`src/rtl/uart16_pkg.sv`:
```
// Package: register offsets, state encodings and the receive trigger decode
// shared by the serial port modules.
package uart16_pkg;

    localparam logic [2:0] OFS_DATA  = 3'd0;
    localparam logic [2:0] OFS_IEN   = 3'd1;
    localparam logic [2:0] OFS_IDFC  = 3'd2;
    localparam logic [2:0] OFS_LCTL  = 3'd3;
    localparam logic [2:0] OFS_MCTL  = 3'd4;
    localparam logic [2:0] OFS_LSTAT = 3'd5;
    localparam logic [2:0] OFS_MSTAT = 3'd6;
    localparam logic [2:0] OFS_SCR   = 3'd7;

    typedef enum logic [1:0] {RX_IDLE, RX_START, RX_DATA, RX_STOP} rx_state_e;
    typedef enum logic {TX_IDLE, TX_SEND} tx_state_e;

    // Receive trigger level in characters for a FIFO-control selector.
    function automatic int trig_level(input logic fifo_on, input logic [1:0] sel);
        if (!fifo_on) return 1;
        case (sel)
            2'd0:    return 1;
            2'd1:    return 4;
            2'd2:    return 8;
            default: return 14;
        endcase
    endfunction

endpackage

```
`src/rtl/uart16_baud.sv`:
```
// Baud tick generator: emits a one-cycle tick every DIVISOR clocks. That gives
// 16 ticks per serial bit. A divisor of zero stops the ticks.
// Assumes the divisor is changed only while the line is quiet.
module uart16_baud #(
    parameter int DIVW = 16
) (
    input  logic            clk,
    input  logic            rst_n,
    input  logic [DIVW-1:0] divisor,
    output logic            tick
);
    logic [DIVW-1:0] cnt;

    // Count clocks up to divisor-1 and pulse tick on wrap.
    always_ff @(posedge clk) begin
        if (!rst_n || divisor == '0) begin
            cnt  <= '0;
            tick <= 1'b0;
        end else if (cnt >= divisor - 1'b1) begin
            cnt  <= '0;
            tick <= 1'b1;
        end else begin
            cnt  <= cnt + 1'b1;
            tick <= 1'b0;
        end
    end
endmodule

```
`src/rtl/uart16_fifo.sv`:
```
// Character storage: a DEPTH-entry circular FIFO. With single set, it acts
// as a one-entry holding register. Pushes when full and pops when empty
// are dropped. Assumes DEPTH is a power of two, so the pointers wrap naturally.
module uart16_fifo #(
    parameter int W     = 8,
    parameter int DEPTH = 16,
    localparam int AW   = $clog2(DEPTH),
    localparam int CW   = $clog2(DEPTH + 1)
) (
    input  logic          clk,
    input  logic          rst_n,
    input  logic          clr,
    input  logic          single,
    input  logic          push,
    input  logic [W-1:0]  din,
    input  logic          pop,
    output logic [W-1:0]  dout,
    output logic [CW-1:0] count,
    output logic          empty,
    output logic          full
);
    logic [W-1:0]  mem [DEPTH];
    logic [AW-1:0] wp, rp;
    logic          do_push, do_pop;

    assign empty   = (count == '0);
    assign full    = single ? (count != '0) : (count == CW'(DEPTH));
    assign do_push = push && !full;
    assign do_pop  = pop && !empty;
    assign dout    = mem[rp];

    // Store an accepted character at the write pointer.
    always_ff @(posedge clk) begin
        if (do_push) mem[wp] <= din;
    end

    // Track pointers and occupancy; clear empties the storage.
    always_ff @(posedge clk) begin
        if (!rst_n || clr) begin
            wp    <= '0;
            rp    <= '0;
            count <= '0;
        end else begin
            if (do_push) wp <= wp + 1'b1;
            if (do_pop)  rp <= rp + 1'b1;
            count <= count + CW'(do_push) - CW'(do_pop);
        end
    end
endmodule

```
`src/rtl/uart16_tx.sv`:
```
// Transmitter: on a baud tick, when a character is waiting it takes the
// character and sends start, 8 data bits LSB first and a stop bit. Each bit
// lasts 16 ticks. Starting on a tick makes every bit exactly 16 ticks long.
module uart16_tx
    import uart16_pkg::*;
(
    input  logic       clk,
    input  logic       rst_n,
    input  logic       tick,
    input  logic       have,
    input  logic [7:0] data,
    output logic       take,
    output logic       sout,
    output logic       busy
);
    tx_state_e  st;
    logic [9:0] frame;
    logic [3:0] tcnt;
    logic [3:0] bitn;

    assign take = (st == TX_IDLE) && tick && have;
    assign busy = (st == TX_SEND);
    assign sout = (st == TX_SEND) ? frame[0] : 1'b1;

    // Load a frame when idle, then shift one bit out every 16 ticks.
    always_ff @(posedge clk) begin
        if (!rst_n) begin
            st    <= TX_IDLE;
            frame <= '1;
            tcnt  <= '0;
            bitn  <= '0;
        end else if (take) begin
            st    <= TX_SEND;
            frame <= {1'b1, data, 1'b0};
            tcnt  <= '0;
            bitn  <= '0;
        end else if (st == TX_SEND && tick) begin
            if (tcnt == 4'd15) begin
                tcnt  <= '0;
                frame <= {1'b1, frame[9:1]};
                if (bitn == 4'd9) st <= TX_IDLE;
                else              bitn <= bitn + 1'b1;
            end else begin
                tcnt <= tcnt + 1'b1;
            end
        end
    end
endmodule

```
`src/rtl/uart16_rx.sv`:
```
// Receiver: synchronises the serial input and waits for a falling edge. It
// confirms the start bit 8 ticks later, then samples each data bit and the
// stop bit 16 ticks apart. Each finished frame gives a one-cycle done pulse
// with the byte and a framing flag.
module uart16_rx
    import uart16_pkg::*;
(
    input  logic       clk,
    input  logic       rst_n,
    input  logic       tick,
    input  logic       sin,
    output logic       done,
    output logic [7:0] data,
    output logic       ferr
);
    rx_state_e st;
    logic      s1, s2, prev;
    logic [3:0] tcnt;
    logic [2:0] bitn;

    // Two-flop synchroniser plus edge history.
    always_ff @(posedge clk) begin
        if (!rst_n) begin
            s1 <= 1'b1; s2 <= 1'b1; prev <= 1'b1;
        end else begin
            s1 <= sin; s2 <= s1; prev <= s2;
        end
    end

    // Frame state machine: edge detect, start confirm, data and stop sampling.
    always_ff @(posedge clk) begin
        if (!rst_n) begin
            st   <= RX_IDLE;
            tcnt <= '0;
            bitn <= '0;
            data <= '0;
            done <= 1'b0;
            ferr <= 1'b0;
        end else begin
            done <= 1'b0;
            case (st)
                RX_IDLE: if (prev && !s2) begin
                    st   <= RX_START;
                    tcnt <= '0;
                end
                RX_START: if (tick) begin
                    if (tcnt == 4'd7) begin
                        tcnt <= '0;
                        bitn <= '0;
                        st   <= s2 ? RX_IDLE : RX_DATA;
                    end else tcnt <= tcnt + 1'b1;
                end
                RX_DATA: if (tick) begin
                    if (tcnt == 4'd15) begin
                        tcnt <= '0;
                        data <= {s2, data[7:1]};
                        if (bitn == 3'd7) st <= RX_STOP;
                        else              bitn <= bitn + 1'b1;
                    end else tcnt <= tcnt + 1'b1;
                end
                default: if (tick) begin
                    if (tcnt == 4'd15) begin
                        done <= 1'b1;
                        ferr <= !s2;
                        st   <= RX_IDLE;
                    end else tcnt <= tcnt + 1'b1;
                end
            endcase
        end
    end
endmodule

```
`src/rtl/uart16_core.sv`:
```
// Serial port top: the register file on the host bus, with a bank bit that
// swaps in the divisor bytes. It holds the FIFO-control decode, line status
// and interrupt identification, and instances the baud generator, both
// storage FIFOs, the transmitter and the receiver. Bus strobes are one-cycle
// pulses sampled on the rising clock edge.
module uart16_core
    import uart16_pkg::*;
#(
    parameter int FIFO_DEPTH = 16
) (
    input  logic       clk,
    input  logic       rst_n,
    input  logic       cs,
    input  logic       rd,
    input  logic       wr,
    input  logic [2:0] addr,
    input  logic [7:0] wdata,
    output logic [7:0] rdata,
    input  logic       sin,
    output logic       sout,
    output logic       irq
);
    localparam int CW = $clog2(FIFO_DEPTH + 1);

    logic [7:0] div_lo, div_hi, lctl, scratch;
    logic [3:0] ien;
    logic [4:0] mctl;
    logic       fifo_on, ovr, ferr_q;
    logic [1:0] trig_sel;
    logic [15:0] divisor;
    logic       dlab, wr_en, rd_en;
    logic       tick;
    logic       rx_clr, tx_clr;
    logic       rx_done, rx_ferr;
    logic [7:0] rx_byte, rx_head, tx_head;
    logic [CW-1:0] rx_count, tx_count;
    logic       rx_empty, rx_full, tx_empty, tx_full;
    logic       tx_take, tx_busy, rx_pop, tx_push, lsr_read;
    logic       rx_int, tx_int;
    logic [7:0] lsr, iir;

    assign divisor  = {div_hi, div_lo};
    assign dlab     = lctl[7];
    assign wr_en    = cs && wr;
    assign rd_en    = cs && rd;
    assign tx_push  = wr_en && addr == OFS_DATA && !dlab;
    assign rx_pop   = rd_en && addr == OFS_DATA && !dlab;
    assign lsr_read = rd_en && addr == OFS_LSTAT;
    assign rx_clr   = wr_en && addr == OFS_IDFC && (wdata[1] || (wdata[0] != fifo_on));
    assign tx_clr   = wr_en && addr == OFS_IDFC && (wdata[2] || (wdata[0] != fifo_on));

    // Host-written registers; FIFO-control clear bits act once and are not kept.
    always_ff @(posedge clk) begin
        if (!rst_n) begin
            div_lo <= '0; div_hi <= '0; lctl <= '0; scratch <= '0;
            ien <= '0; mctl <= '0; fifo_on <= 1'b0; trig_sel <= '0;
        end else if (wr_en) begin
            case (addr)
                OFS_DATA: if (dlab) div_lo <= wdata;
                OFS_IEN:  if (dlab) div_hi <= wdata; else ien <= wdata[3:0];
                OFS_IDFC: begin
                    fifo_on  <= wdata[0];
                    trig_sel <= wdata[7:6];
                end
                OFS_LCTL: lctl    <= wdata;
                OFS_MCTL: mctl    <= wdata[4:0];
                OFS_SCR:  scratch <= wdata;
                default: ;
            endcase
        end
    end

    // Sticky error flags: a new error wins over a clear on the same cycle.
    always_ff @(posedge clk) begin
        if (!rst_n) begin
            ovr    <= 1'b0;
            ferr_q <= 1'b0;
        end else begin
            if (rx_done && rx_full)      ovr <= 1'b1;
            else if (lsr_read)           ovr <= 1'b0;
            if (rx_done && rx_ferr)      ferr_q <= 1'b1;
            else if (lsr_read)           ferr_q <= 1'b0;
        end
    end

    // Status and identification composed from storage and engine state.
    always_comb begin
        lsr    = {1'b0, tx_empty && !tx_busy, !tx_full, 1'b0, ferr_q, 1'b0, ovr, !rx_empty};
        rx_int = ien[0] && (int'(rx_count) >= trig_level(fifo_on, trig_sel));
        tx_int = ien[1] && tx_empty;
        iir    = {fifo_on, fifo_on, 6'h01};
        if (rx_int)      iir[3:0] = 4'h4;
        else if (tx_int) iir[3:0] = 4'h2;
    end

    assign irq = rx_int || tx_int;

    // Read-data multiplexer, driven only during a selected read.
    always_comb begin
        rdata = '0;
        if (rd_en) begin
            case (addr)
                OFS_DATA:  rdata = dlab ? div_lo : rx_head;
                OFS_IEN:   rdata = dlab ? div_hi : {4'h0, ien};
                OFS_IDFC:  rdata = iir;
                OFS_LCTL:  rdata = lctl;
                OFS_MCTL:  rdata = {3'b000, mctl};
                OFS_LSTAT: rdata = lsr;
                OFS_MSTAT: rdata = '0;
                default:   rdata = scratch;
            endcase
        end
    end

    uart16_baud #(.DIVW(16)) u_baud (
        .clk(clk), .rst_n(rst_n), .divisor(divisor), .tick(tick)
    );

    uart16_fifo #(.W(8), .DEPTH(FIFO_DEPTH)) u_txq (
        .clk(clk), .rst_n(rst_n), .clr(tx_clr), .single(!fifo_on),
        .push(tx_push), .din(wdata), .pop(tx_take), .dout(tx_head),
        .count(tx_count), .empty(tx_empty), .full(tx_full)
    );

    uart16_fifo #(.W(8), .DEPTH(FIFO_DEPTH)) u_rxq (
        .clk(clk), .rst_n(rst_n), .clr(rx_clr), .single(!fifo_on),
        .push(rx_done), .din(rx_byte), .pop(rx_pop), .dout(rx_head),
        .count(rx_count), .empty(rx_empty), .full(rx_full)
    );

    uart16_tx u_tx (
        .clk(clk), .rst_n(rst_n), .tick(tick), .have(!tx_empty), .data(tx_head),
        .take(tx_take), .sout(sout), .busy(tx_busy)
    );

    uart16_rx u_rx (
        .clk(clk), .rst_n(rst_n), .tick(tick), .sin(sin),
        .done(rx_done), .data(rx_byte), .ferr(rx_ferr)
    );
endmodule

```
`config.mk`:
```
export PLATFORM = sky130hd
export DESIGN_NAME = uart16_core
export DESIGN_NICKNAME = d
export VERILOG_FILES = /design/src/rtl/uart16_pkg.sv /design/src/rtl/uart16_baud.sv /design/src/rtl/uart16_fifo.sv /design/src/rtl/uart16_tx.sv /design/src/rtl/uart16_rx.sv /design/src/rtl/uart16_core.sv
export SDC_FILE = /design/constraint.sdc
export NUM_CORES = 1
export LEC_CHECK = 0
export ABC_AREA = 1
export BUFFER_PORTS_ARGS = -buffer_cell sky130_fd_sc_hd__buf_2
export CAP_MARGIN = 10
export CORE_MARGIN = 2
export CORE_UTILIZATION = 53
export DETAILED_ROUTE_END_ITERATION = 6
export PLACE_DENSITY_LB_ADDON = 0.12
export SLEW_MARGIN = 0
export SYNTH_ARGS = -nofsm -noshare
export SYNTH_HDL_FRONTEND = slang
export SYNTH_SLANG_ARGS = --single-unit
export TNS_END_PERCENT = 10
```
`constraint.sdc`:
```
create_clock -name clk -period 3.7 [get_ports clk]
set_clock_uncertainty 0.15 [all_clocks]
set_input_delay 0.555 -clock clk [delete_from_list [all_inputs] [get_ports clk]]
set_output_delay 0.555 -clock clk [all_outputs]
set_load 0.02 [all_outputs]
```
==> out/summary.md <==
Clock transition at the registers of the reported paths: 60 ps. 27 I/O pins were placed. The run gives 0 ps as the final-layout setup total negative slack. Post-synthesis async set-or-reset flop share: 0%. The share of the core filled with cells is 59.9%. Counting every sink on the clock net gives 393. TritonCTS built the clock tree. For the worst flop-to-flop path, the logic depth is 15. The first global-routing pass estimated 63.4 mm of wire. Clock tree synthesis selected as its root buffer the cell sky130_fd_sc_hd__clkbuf_16. The post-detailed-route count of antenna-violating nets came out at 0. The die extent in y works out to 185 µm. Yosys mapped a number of flops with a built-in enable equal to 256. The count of cells along the worst hold path was 2; the initial antenna violation count was 0.

In this run, synthesis produced a sequential element count of 393. The worst-path maximum fanout came out at 67. Sequential elements use 59.9% of the synthesized area. For the pin with the worst max-slew slack, the measured transition is 1070 ps. Counting every net in the synthesized netlist gives 1863.

The static power due to leakage was 0.00739 µW; the routed length per placed instance was 17.6 µm. Max capacitance violation total: 0. The most used flip-flop cell after synthesis is sky130_fd_sc_hd__edfxtp_1.

The worst setup path is launched from a flip-flop. Wire segments on met3 add up to 2.48 mm in the final route. The tools report the largest net degree at the start of global routing as 68. Headroom to the max-slew limit came out at 28.4%. For the arrival time reported for the critical path endpoint, the log shows 2680 ps. Top layer reached by signal wires: met4. TritonCTS created 43 clock buffers.

Final-report hold violation count: 0. The later pin in the worst-skew pair is clocked with a latency of 540 ps. After the first detailed-routing iteration, the DRC count stood at 901. Of the cells placed in the final design, the portion with a size suffix greater than 1 is 10.0%.

Final hold analysis gives a worst-case slack of 57.5 ps. Global routing finished with a remaining overflow of 0. The number of buffers inserted to repair setup after CTS is 0, and the area of the core is 32500 µm². The path with the worst hold slack has its endpoint at u_rx.s1$_SDFF_PN1_.

The number of search-and-repair iterations in the first detailed-routing pass is 5. The logs give 0 for the Yosys warning count and 12393 for the vias after detailed routing. In the final routing, the length of wire on met1 measures 17.9 mm.

The tools report the endpoint required time on the critical path as 2990 ps. In this run the critical register-to-register path is launched from div_lo[0]$_SDFFE_PN0P_. Measured along the x axis, the die boundary spans 185 µm. The initial utilization of the core area, before any placement, comes to 53.7%. For flop-to-flop paths, the worst setup slack is 580 ps.

The max-slew violation total from the final report was 0. Setup repair after global routing left no endpoint under its margin. After detailed routing, the met2 layer carries 18.5 mm of wire. The number of unique standard cell types used by synthesis was 47. The final layout contains routed wiring with a total length of 40.3 mm. In this run the mean area of a mapped cell was 9.71 µm². The repair_antennas step left the layout with diodes totalling 0.

The overall fraction of global-route tracks in use is 24.0%, and the number of resized instances in the post-cts repair step is 0. The number of buffers on the longest clock path came out at 3. The critical path is of the flip-flop to primary output type. The total standard cell area after synthesis is 17400 µm². The path class of the tightest hold or removal check is input pin to flip-flop.

In this run the critical register-to-register path is captured at u_baud.cnt[5]$_SDFF_PP0_. The maximum clock frequency was 295 MHz; the area growth from synthesis to layout was 11.7%. The hold buffer count at CTS is 0, and the placed wire-length estimate is 26.1 mm. The number of global-route vias before repair came out at 11818. After the last flow step, the layout net total stands at 1883.

The category of the worst setup path capture point was a primary output. In this run the core area contains 66 standard-cell rows. The flow ran to the end, and the final reports show no timing, DRC or antenna violations. The number of buffers inserted by port buffering is 26.

The logs give 391 µV for the maximum vdd drop and 34300 µm² for the die outline area. After detailed routing, the number of vias per cell comes to 5.41. For this design the ratio of total power to cell area is 491 nW/µm². The number of DRC violations after detailed routing came out at 0. The source of the worst hold timing path is sin.

Setup violations remaining at the end of the flow were counted as 0. The share of the cycle needed by the critical path after routing is 91.5%, and the minimum clock period after layout is 3390 ps. In this run the number of H-tree levels came out at 2. In the synthesized netlist, the number of instances is 1793. The final estimated routing congestion in global placement came out at 0.831.
-- placed cells by master, fill, tap and decap left out, drive strengths merged, types with 2 or more instances in the layout --
master,instances
a211oi,3
a21oi,105
buf,43
bufinv,7
clkbuf,61
clkinv,11
clkinvlp,2
dfxtp,137
edfxtp,256
fa,2
ha,51
inv,143
nand2,287
nand3,152
nand4,12
nor2,288
nor3,13
o211ai,40
o21a,2
o21ai,182
o21bai,2
or2,13
xnor2,5
xor2,25
-- cells by family after synthesis --
group / Yosys count / share of synthesized area (%)
adders and majority gates: 53 / 3.89
and+or+nand+nor: 766 / 19.1
DFF: 393 / 59.9
xor gates and xnor gates: 30 / 1.51
buffers and inverters: 212 / 5.00
AOI/OAI and AO/OA: 339 / 10.6
-- stage by stage --
stage | cell area (µm²) | total power, µW | instances | setup slack, ps
floorplan | 17400 | 4980 | 1793 | 940
global placement | 17900 | 5090 | 2210 | 626
detailed placement | 17900 | 5100 | 2210 | 523
CTS | 19400 | 9610 | 2290 | 323
global route | 19400 | 9820 | 2290 | 78.6
finish | 19400 | 9550 | 2290 | 313
-- routing by layer --
layer	track usage [%]	vias up
met3	3.60	91
met4	8.95	0
li1	-	6164
met5	0	-
met2	38.7	343
met1	32.9	5795
-- report_power, final --
group	switching, µW	internal (µW)	leakage [µW]	total (µW)
logic	227	88.3	0.00337	316
registers	22.8	4670	0.00328	4690
clock network	1730	2810	0.000745	4540
-- flip-flops by register name, summed over array words and instances (netlist names), 5 cells and up, named ones only --
register	count
u_rxq.mem	128
u_txq.mem	128
u_baud.cnt	16
u_tx.frame	9
div_hi	8
div_lo	8
lctl	8
scratch	8
u_rx.data	8
mctl	5
u_rxq.count	5
u_txq.count	5
-- critical path, stage by stage (launching register included) --
cell and delay, ps:
sky130_fd_sc_hd__dfxtp_2 330, sky130_fd_sc_hd__buf_4 560, sky130_fd_sc_hd__nand2_1 140, sky130_fd_sc_hd__nand3_1 120
sky130_fd_sc_hd__nand3_1 70, sky130_fd_sc_hd__nand2_1 100, sky130_fd_sc_hd__nand2_1 70, sky130_fd_sc_hd__nand2_1 110
sky130_fd_sc_hd__o21ai_0 90, sky130_fd_sc_hd__a21oi_1 290, sky130_fd_sc_hd__buf_2 230
-- synth_stat cells (8+ instances only) --
cell,instances,area (µm²)
sky130_fd_sc_hd__ha_1,51,638
sky130_fd_sc_hd__dfxtp_1,137,2740
sky130_fd_sc_hd__buf_2,34,170
sky130_fd_sc_hd__nand2_1,278,1040
sky130_fd_sc_hd__o21ai_0,172,861
sky130_fd_sc_hd__nor3_1,10,50.1
sky130_fd_sc_hd__o21ai_1,8,40.0
sky130_fd_sc_hd__inv_1,119,447
sky130_fd_sc_hd__a21oi_1,104,521
sky130_fd_sc_hd__nor2_2,11,68.8
sky130_fd_sc_hd__or2_2,9,56.3
sky130_fd_sc_hd__clkbuf_1,23,86.3
sky130_fd_sc_hd__inv_2,23,86.3
sky130_fd_sc_hd__nand4_1,10,62.6
sky130_fd_sc_hd__edfxtp_1,256,7690
sky130_fd_sc_hd__o211ai_1,40,300
sky130_fd_sc_hd__xor2_1,25,219
sky130_fd_sc_hd__nor2_1,271,1020
sky130_fd_sc_hd__nand3_1,149,746
-- worst max-delay path by stage --
| stage | to | cells past startpoint |
|---|---|---|
| 6_report | rdata[3] | 10 |
| 3_3_place_gp | u_rxq.count[4]$_SDFF_PP0_ | 15 |
| 5_1_grt | rdata[0] | 12 |
| 4_1_cts | rdata[5] | 9 |
| 3_5_place_dp | u_baud.cnt[5]$_SDFF_PP0_ | 15 |
| 2_1_floorplan | u_rxq.count[4]$_SDFF_PP0_ | 15 |
-- cell type report --
type / count / area (µm²)
Tap cell: 442 / 553
Timing Repair Buffer: 43 / 270
Inverter: 144 / 543
Fill cell: 2763 / 13000
Sequential cell: 393 / 10400
Clock inverter: 19 / 310
Clock buffer: 61 / 1220
Multi-Input combinational cell: 1188 / 6110
(Power assumes the default switching activity.)
